### config.mk
export PLATFORM = sky130hd
export DESIGN_NAME = jtag_dr_select
export DESIGN_NICKNAME = d
export VERILOG_FILES = /design/src/rtl/jtag_dr_select.sv
export SDC_FILE = /design/constraint.sdc
export NUM_CORES = 1
export LEC_CHECK = 0
export CORE_ASPECT_RATIO = 0.5
export CORE_MARGIN = 5
export CORE_UTILIZATION = 50
export DETAILED_ROUTE_END_ITERATION = 7
export PLACE_DENSITY = 0.92
export SYNTH_ARGS = -nofsm -noshare
export SYNTH_HDL_FRONTEND = slang
export SYNTH_SLANG_ARGS = --single-unit
### constraint.sdc
create_clock -name tck -period 3.5 [get_ports tck]
set_input_delay 0.35 -clock tck [delete_from_list [all_inputs] [get_ports tck]]
set_output_delay 0.35 -clock tck [all_outputs]
set_load 0.05 [all_outputs]
### src/rtl/jtag_dr_select.sv
`timescale 1ns/1ps
module jtag_dr_select #(
  parameter int          IR_W    = 4,
  parameter bit          HAS_ID  = 1'b1,
  parameter logic [3:0]  ID_VER  = 4'h3,
  parameter logic [15:0] ID_PART = 16'hA51C,
  parameter logic [10:0] ID_MFR  = 11'h2B6
) (
  input  logic            tck,
  input  logic            trst_n,
  input  logic            tlr,
  input  logic            update_ir,
  input  logic            capture_dr,
  input  logic            shift_dr,
  input  logic            shift_ir,
  input  logic            tdi,
  input  logic            ir_tdo,
  input  logic            bsr_tdo,
  input  logic [IR_W-1:0] ir_code,
  input  logic [31:0]     user_code,
  output logic            tdo,
  output logic            tdo_en,
  output logic            sel_bsr,
  output logic            drive_pins,
  output logic            drive_core,
  output logic            pins_highz
);
  localparam logic [IR_W-1:0] OP_EXTEST = IR_W'(0);
  localparam logic [IR_W-1:0] OP_SAMPLE = IR_W'(1);
  localparam logic [IR_W-1:0] OP_IDCODE = IR_W'(2);
  localparam logic [IR_W-1:0] OP_INTEST = IR_W'(3);
  localparam logic [IR_W-1:0] OP_CLAMP  = IR_W'(4);
  localparam logic [IR_W-1:0] OP_HIGHZ  = IR_W'(5);
  localparam logic [IR_W-1:0] OP_USER   = IR_W'(6);
  localparam logic [IR_W-1:0] OP_BYPASS = '1;
  localparam logic [IR_W-1:0] RST_CODE  = HAS_ID ? OP_IDCODE : OP_BYPASS;
  localparam logic [31:0]     ID_WORD   = {ID_VER, ID_PART, ID_MFR, 1'b1};

  logic [IR_W-1:0] active;
  logic            byp_q;
  logic [31:0]     id_q;

  wire is_idcode = HAS_ID && (active == OP_IDCODE);
  wire is_user   = HAS_ID && (active == OP_USER);
  wire id_sel    = is_idcode | is_user;
  wire byp_sel   = !id_sel && !sel_bsr;
  wire dr_out    = sel_bsr ? bsr_tdo : (id_sel ? id_q[0] : byp_q);

  assign sel_bsr    = (active == OP_EXTEST) | (active == OP_SAMPLE) | (active == OP_INTEST);
  assign drive_pins = (active == OP_EXTEST) | (active == OP_CLAMP);
  assign drive_core = (active == OP_INTEST);
  assign pins_highz = (active == OP_HIGHZ);

  always_ff @(posedge tck or negedge trst_n) begin
    if (!trst_n)        active <= RST_CODE;
    else if (tlr)       active <= RST_CODE;
    else if (update_ir) active <= ir_code;
  end

  always_ff @(posedge tck or negedge trst_n) begin
    if (!trst_n) begin
      byp_q <= 1'b0;
      id_q  <= '0;
    end else begin
      if (byp_sel && capture_dr)    byp_q <= 1'b0;
      else if (byp_sel && shift_dr) byp_q <= tdi;
      if (id_sel && capture_dr)     id_q <= is_user ? user_code : ID_WORD;
      else if (id_sel && shift_dr)  id_q <= {tdi, id_q[31:1]};
    end
  end

  always_ff @(negedge tck or negedge trst_n) begin
    if (!trst_n) begin
      tdo    <= 1'b0;
      tdo_en <= 1'b0;
    end else begin
      tdo_en <= shift_dr | shift_ir;
      if (shift_ir)      tdo <= ir_tdo;
      else if (shift_dr) tdo <= dr_out;
    end
  end
endmodule


==> metrics.md, run 1 <==
| Metric | Value |
|---|---|
| Status | complete, no violations |
| Worst R2R Setup Slack | around 530 ps |
| Area of the mapped netlist | 1780 um^2 |
| Delay-heaviest family, CP | flip-flops |
| Worst slew margin | 0.575 |
| Vias in the first global route | ~1700 |
| Total Routing Usage GR | 0.208 |
| Drt pass-1 iters | 4 |
| Diodes inserted | 0 |
| Syn Nets | ~230 |
| Slew Limit Fails | 0 |
| CP bufs+invs | 1 |
| Final #Nets | 280 |
| Largest net degree at the start of global routing | 36 |
| Die H | 52.1 um |
| Pwr Density | 578 nW/um^2 |
| Yosys top cell by area | dfrtp_1 |
| Clk root buf | clkbuf_8 |
| Grt total ovfl | 0 |
| FF/Latch Area | 977 um^2 |
| Total vias in the final route | 1606 |
| Antenna violations before repair | 0 |
| Psw | 403 uW |
| Top FF cell, synth | dfrtp_1 |
| Die footprint | just under 5000 um^2 |
| Post-Layout Cell Count | about 290 |
| I/O pin total | 52 |
| Req. time, crit path | 3150 ps |
| Clock Skew | 7.86 ps |
| Kind of critical path | register to output port |
| Peak supply drop | 0.425 mV |
| CP peak stage delay | roughly 420 ps |
| Sequential area share after synthesis | 0.550 |
| Endpoints failing setup | 0 |
| Yosys Warn Count | 0 |
| Cell variety after synth | 28 |
| Levels on crit path | 1 |
| Clock slew at reported path FFs | 80 ps |
| Core area | 3430 um^2 |
| Clk Latency, worst-skew pair | approximately 290 ps |
| Reg-to-Reg End | tdo |
| Starting Density | 0.517 |
| Switching portion of total power | 0.284 |
| Crit-path cells | buf_4 |
| Final Util | 0.714 |
| Maximum buffer depth of the clock tree | 2 |
| First-pass GRT wire length | about 7700 um |
| Placed cells | 277 |
| Placed inst area | 2310 um^2 |
| Top cells by area, synth | dfrtp_1, o21ai_1, nand2_1, a22oi_1, o22ai_1 |
| CP max-delay cell | dfrtn_1 |
| Share of cells above drive strength 1 | 0.0851 |
| Synth Instances | 186 |
| Clk network pwr share | 0.316 |
| Commonest cells post-synth | dfrtp_1, nand2_1, o21ai_1 |
| WL final | 4700 um |
| Async SR Flop Fraction | 1.00 |
| Slew @ Worst Pin | 635 ps |
| CTS H-tree depth | 2 |
| Multi-input combinational cell area | 733 um^2 |
| Remaining antenna violation count | 0 |
| Critical path startpoint category | register |
| Post-synth EDFFs | 0 |
| Seq pwr share | 0.454 |
| Avg WL per Cell | approximately 16 um |
| Post-route cell area | between 2000 and 2500 um^2 |
| Post-CTS Hold Fix Bufs | 1 |
| Crit path launch | tdo |
| Crit. End Element | output port |
| Final Hold Viols | 0 |
| Drt drc | 0 |
| Drt first-iter violations | 130 |
| Worst Path Arrival | 2670 ps |
| Num Clock Sinks | 39 |
| Fillers | 263 |
| Pleak | 1.02 nW |
| Comb power frac | 0.230 |
| Port bufs | a little over 50 |
| Cts bufs inserted | 5 |
| FF-to-FF path depth | 4 |
| GP Congestion | 0.804 |
| Rows | 15 |
| Max-cap viol count | 0 |
| Worst reg2reg startpoint | active[1] |
| Via density | roughly 5.6 |
| Crit Path Max Fanout | 2 |
| Setup TNS | 0 ps |
| CTS tree | built |
| Post-synth top area share | 0.507 |
| Hold Path Class | input port to asynchronous set/reset pin |
| Syn_area_per_cell | between 9 and 10 um^2 |
| Area Growth Syn to Fin | 38.1% |
| RSZ-0062 raised after global routing | false |
| Post-cts resize count | 0 |
| Yosys reg bits | 39 |
| Chip width | 94.3 um |
| Post-CTS setup buffer count | 0 |
| Half-perimeter wire length after detailed placement | 3280 um |
| Internal power | 1.01 mW |
-- stage by stage --
stage               hold slack (ps)  worst slack (ps)  power (mW)
global placement                168               330       0.942
detailed placement              168               263       0.971
CTS                             400               478        1.42
finish                          395               483        1.42
floorplan                      54.4               638       0.840
global route                    418               428        1.50
-- metal layers --
layer | GRT usage | vias up | wire [um]
met5 | 0 | - | 0
met3 | 0.0708 | 9 | 308
met2 | 0.369 | 44 | 2440
met1 | 0.241 | 788 | 1900
met4 | 0.0647 | 0 | 57
li1 | - | 765 | -
-- power groups by stage --
stage / combinational (mW) / clock, mW / sequential, mW
finish: 0.326 / 0.448 / 0.644
global route: 0.362 / 0.476 / 0.659
CTS: 0.326 / 0.452 / 0.642
detailed placement: 0.322 / 0 / 0.648
global placement: 0.304 / 0 / 0.638
floorplan: 0.208 / 0 / 0.632
-- registers in the layout, indices dropped and copies added (netlist names) --
name    cells
id_q       32
active      4
byp_q       1
tdo         1
tdo_en      1
-- placed cells by master (no fill, tap or decap), drive strengths merged --
cell	instances
mux2i	3
buf	7
clkbuf	6
dlygate4sd3	1
and2	2
nand2b	2
nor3	6
bufinv	2
nor2b	2
nor4	1
nor3b	2
nand2	38
a21oi	1
a211o	2
nor2	5
inv	1
a22oi	17
clkdlybuf4s50	48
o22ai	16
dfstp	1
dfrtn	2
dfrtp	36
o21ai	33
o41ai	1
-- worst reg2reg max path: stages, from the launching register on --
cell and delay [ps]:
dfstp_2 590, nand2b_1 90, a21oi_1 230, nor2_1 70
o41ai_1 230
-- how the worst max path moves through the flow --
stage,to
6_report,tdo
3_3_place_gp,tdo
2_1_floorplan,tdo
4_1_cts,tdo
5_1_grt,tdo
3_5_place_dp,tdo
-- final cells by class --
type	instances	area share
clock buffers	6	0.0296
inverters	1	0.00153
multi-input cells	131	0.299
clock inverters	2	0.0245
repair buffers	56	0.221
flip-flops and latches	39	0.399
well taps	51	0.0260
-- cell families (layout without fill, tap and decap cells) --
| logic type | count (synthesis) | count (layout) | synth area share |
|---|---|---|---|
| AOI/OAI and AO/OA | 70 | 70 | 0.241 |
| and+or+nand+nor | 58 | 58 | 0.151 |
| DFF | 39 | 39 | 0.550 |
| buffers and inverters | 16 | 65 | 0.0409 |
| muxes | 3 | 3 | 0.0169 |
Note: power is estimated with default switching activity, not from simulation.
==> run 2, diff against run 1 <==
- ABC_AREA: unset -> 1
- CORE_UTILIZATION: 50 -> 54
- PLACE_DENSITY: 0.92 -> 0.93
==> run 2 against run 1 <==
Non-clock buffer count decreased by 3. Critical path depth unchanged. Synthesized area grew 27%. Critical path type unchanged. Largest cell class unchanged. Highest routed layer unchanged.
==> metrics.md, run 2 <==
| Metric | Value |
|---|---|
| Syn Nets | 359 (+55%) |
| Maximum buffer depth of the clock tree | 2 (unchanged) |
| Syn_area_per_cell | 7.18 um^2 (-25%) |
| Main combinational cell family by area after synthesis | simple AND/OR/NAND/NOR gates |
| I/O pin total | 52 (unchanged) |
| Fillers | 299 (+14%) |
| Endpoints failing setup | 0 (unchanged) |
| Sequential area share after synthesis | 0.435 (-0.116) |
| Setup TNS | 0 ps (unchanged) |
| Top cells by area, synth | dfrtp_1, nand2_1, inv_1, nor2_1, nand3_1 |
| Biggest register | id_q |
| Number of flip-flops in the largest register | 32 (unchanged) |
| Remaining antenna violation count | 0 (unchanged) |
| Cell variety after synth | 24 (-14%) |
| Slew @ Worst Pin | 1250 ps (+616 ps) |
| Vias in the first global route | 2046 (+23%) |
| Regs by FF count | id_q (32), active (4) |
| Kind of critical path | register to output port |
| CP max-delay cell | dfrtn_1 |
| Half-perimeter wire length after detailed placement | 3640 um (+11%) |
| Post-Layout Cell Count | 416 (+45%) |
| Crit. End Element | output port |
| Antenna violations before repair | 0 (unchanged) |
| Crit Path Max Fanout | 2 (unchanged) |
| Clock slew at reported path FFs | 50 ps (-30 ps) |
| Post-route cell area | 2820 um^2 (+15%) |
| Rows | 16 (+1) |
| Yosys reg bits | 39 (unchanged) |
| Drt drc | 0 (unchanged) |
| Commonest non-fill, non-tap cells in the layout | nand2_1, inv_1, nor2_1 |
| Via density | 4.94 (-12%) |
| GP Congestion | 0.812 (+0.98%) |
| Slew Limit Fails | 0 (unchanged) |
| Grt total ovfl | 0 (unchanged) |
| Area Growth Syn to Fin | 25.3% |
| Num Clock Sinks | 39 (unchanged) |
| Synth Area in Compound Gates | 0.0657 (-0.175) |
| Die footprint | 5630 um^2 (+15%) |
| Async SR Flop Fraction | 1.00 (unchanged) |
| Chip width | 101 um (+7.4%) |
| Final #Nets | 407 (+45%) |
| CP peak stage delay | 410 ps (about the same) |
| Placed inst area | 2730 um^2 (+18%) |
| Diodes inserted | 0 (unchanged) |
| Pleak | 1.51 nW (+48%) |
| Hold Path Class | register to register |
| Share of cells above drive strength 1 | 0.108 (+0.0226) |
| RSZ-0062 raised after global routing | false |
| Placed cells | 407 (+47%) |
| Simple-Gate Fraction of Synth Area | 0.356 (+0.205) |
| Clk Latency, worst-skew pair | 300 ps (about the same) |
| Clk root buf | clkbuf_8 |
| Delay-heaviest family, CP | flip-flops |
| Pwr Density | 476 nW/um^2 (-18%) |
| Most common cell in the netlist | nand2_1 |
| Synthesized-area fraction occupied by adder cells | 0 (unchanged) |
| Crit-path cells | buf_4 |
| Status | complete, no violations |
| Peak supply drop | 0.285 mV (-33%) |
| Cts bufs inserted | 5 (unchanged) |
| WL final | 5130 um (+9.1%) |
| Post-synth top area share | 0.401 (-0.107) |
| Largest net degree at the start of global routing | 37 (+2.8%) |
| Req. time, crit path | 3150 ps (about the same) |
| Area of the mapped netlist | 2250 um^2 (+27%) |
| Final Util | 0.711 (-0.00280) |
| Leading cell type in the layout, fill and taps excluded | nand2_1 |
| Yosys top cell by area | dfrtp_1 |
| Starting Density | 0.567 (+0.0503) |
| Total Routing Usage GR | 0.189 (-0.0190) |
| Post-cts resize count | 0 (unchanged) |
| CTS tree | built |
| CP bufs+invs | 1 (unchanged) |
| Post-synthesis xor/xnor area fraction | 0 (unchanged) |
| Worst slew margin | 0.163 (-0.412) |
| Final Hold Viols | 0 (unchanged) |
| Drt pass-1 iters | 5 (+1) |
| Yosys Warn Count | 0 (unchanged) |
| CTS H-tree depth | 2 (unchanged) |
| Die H | 55.6 um (+6.7%) |
| Drt first-iter violations | 139 (+6.9%) |
| Critical path startpoint category | register |
| Final setup margin | 490 ps (+6.69 ps) |
| First-pass GRT wire length | 8600 um (+12%) |
| Total vias in the final route | 2056 (+28%) |
| Max-cap viol count | 0 (unchanged) |
| Setup WS pre-CTS | 457 ps (+194 ps) |
| Synth Instances | 313 (+68%) |
| Core area | 3960 um^2 (+15%) |
| Avg WL per Cell | 12.3 um (-25%) |
| Top FF cell, synth | dfrtp_1 |
| Port bufs | 51 (unchanged) |
| Clock Skew | 7.95 ps (+0.0960 ps) |
| Commonest cells post-synth | nand2_1, inv_1, nor2_1 |
| Worst Path Arrival | 2660 ps (about the same) |
| Post-synth EDFFs | 0 (unchanged) |
| Post-synthesis mux area share | 0 (-0.0169) |
-- run 2: cell types whose count changed after synthesis, moves of 4 or more --
| cell | delta |
|---|---|
| nor3_1 | -4 |
| clkbuf_1 | -7 |
| nor2_2 | +9 |
| o21ai_1 | -28 |
| inv_2 | +5 |
| buf_6 | +6 |
| nand2_1 | +40 |
| inv_1 | +54 |
| nor2_1 | +48 |
| a21oi_1 | +8 |
| nand3_1 | +29 |
| a21oi_2 | +8 |
| a22oi_1 | -16 |
| o22ai_1 | -16 |
-- run 2: final cells by class --
type	count	area (um^2)	area share
Inverter	60	225	0.0799
Sequential cell	39	977	0.347
Multi-Input combinational cell	202	948	0.337
Clock inverter	1	5.00	0.00178
Timing Repair Buffer	53	518	0.184
Clock buffer	7	76.3	0.0271
Tap cell	54	67.6	0.0240
-- run 2: final timing paths --
| path | startpoint | endpoint | slack (ps) | depth (start not counted) |
|---|---|---|---|---|
| max | tdo | tdo | 490 | 1 |
| min | tdo | tdo | 460 | 2 |
| max reg2reg | active[1] | tdo | 580 | 5 |
| min reg2reg | tdo | tdo | 460 | 2 |
| max in group asynchronous | trst_n | tdo | 1090 | 2 |
| min in group asynchronous | trst_n | id_q[0] | 480 | 2 |
-- run 2: routing by layer --
layer  up-vias  wire, um  part of all wire  track usage
met1       961      2170              0.42        0.217
met2        50      2630              0.51        0.336
li1       1032         -                 -            -
met3        13       235             0.046       0.0501
met5         -         0                 0            0
met4         0        93             0.018       0.0682
-- run 2: worst min-delay path, stage by stage (launching register included) --
cell and delay, ps:
dfrtn_1 410, a22oi_1 70, nand2_1 60
-- run 2: logic make-up (layout without fill, tap and decap cells) --
kind of cell	Yosys count	in the layout
flops	39	39
buf+inv	72	121
compound gates	23	23
simple gates	179	179
-- run 2: stage by stage --
step                      power [mW]  hold slack, ps
after floorplan                0.922            54.4
after global placement          1.02             263
after detailed placement        1.04             268
after CTS                       1.35             464
after global routing            1.43             474
final                           1.34             455
-- run 2: power breakdown --
group | internal [mW] | switching (mW)
Combinational | 0.170 | 0.231
Clock | 0.140 | 0.161
Sequential | 0.571 | 0.0695
-- run 2: timing repair --
action | 4_1_cts | 5_1_grt
hold endpoints to repair | 11 | 0
hold buffers | 1 | 0
setup buffers | 0 | 0
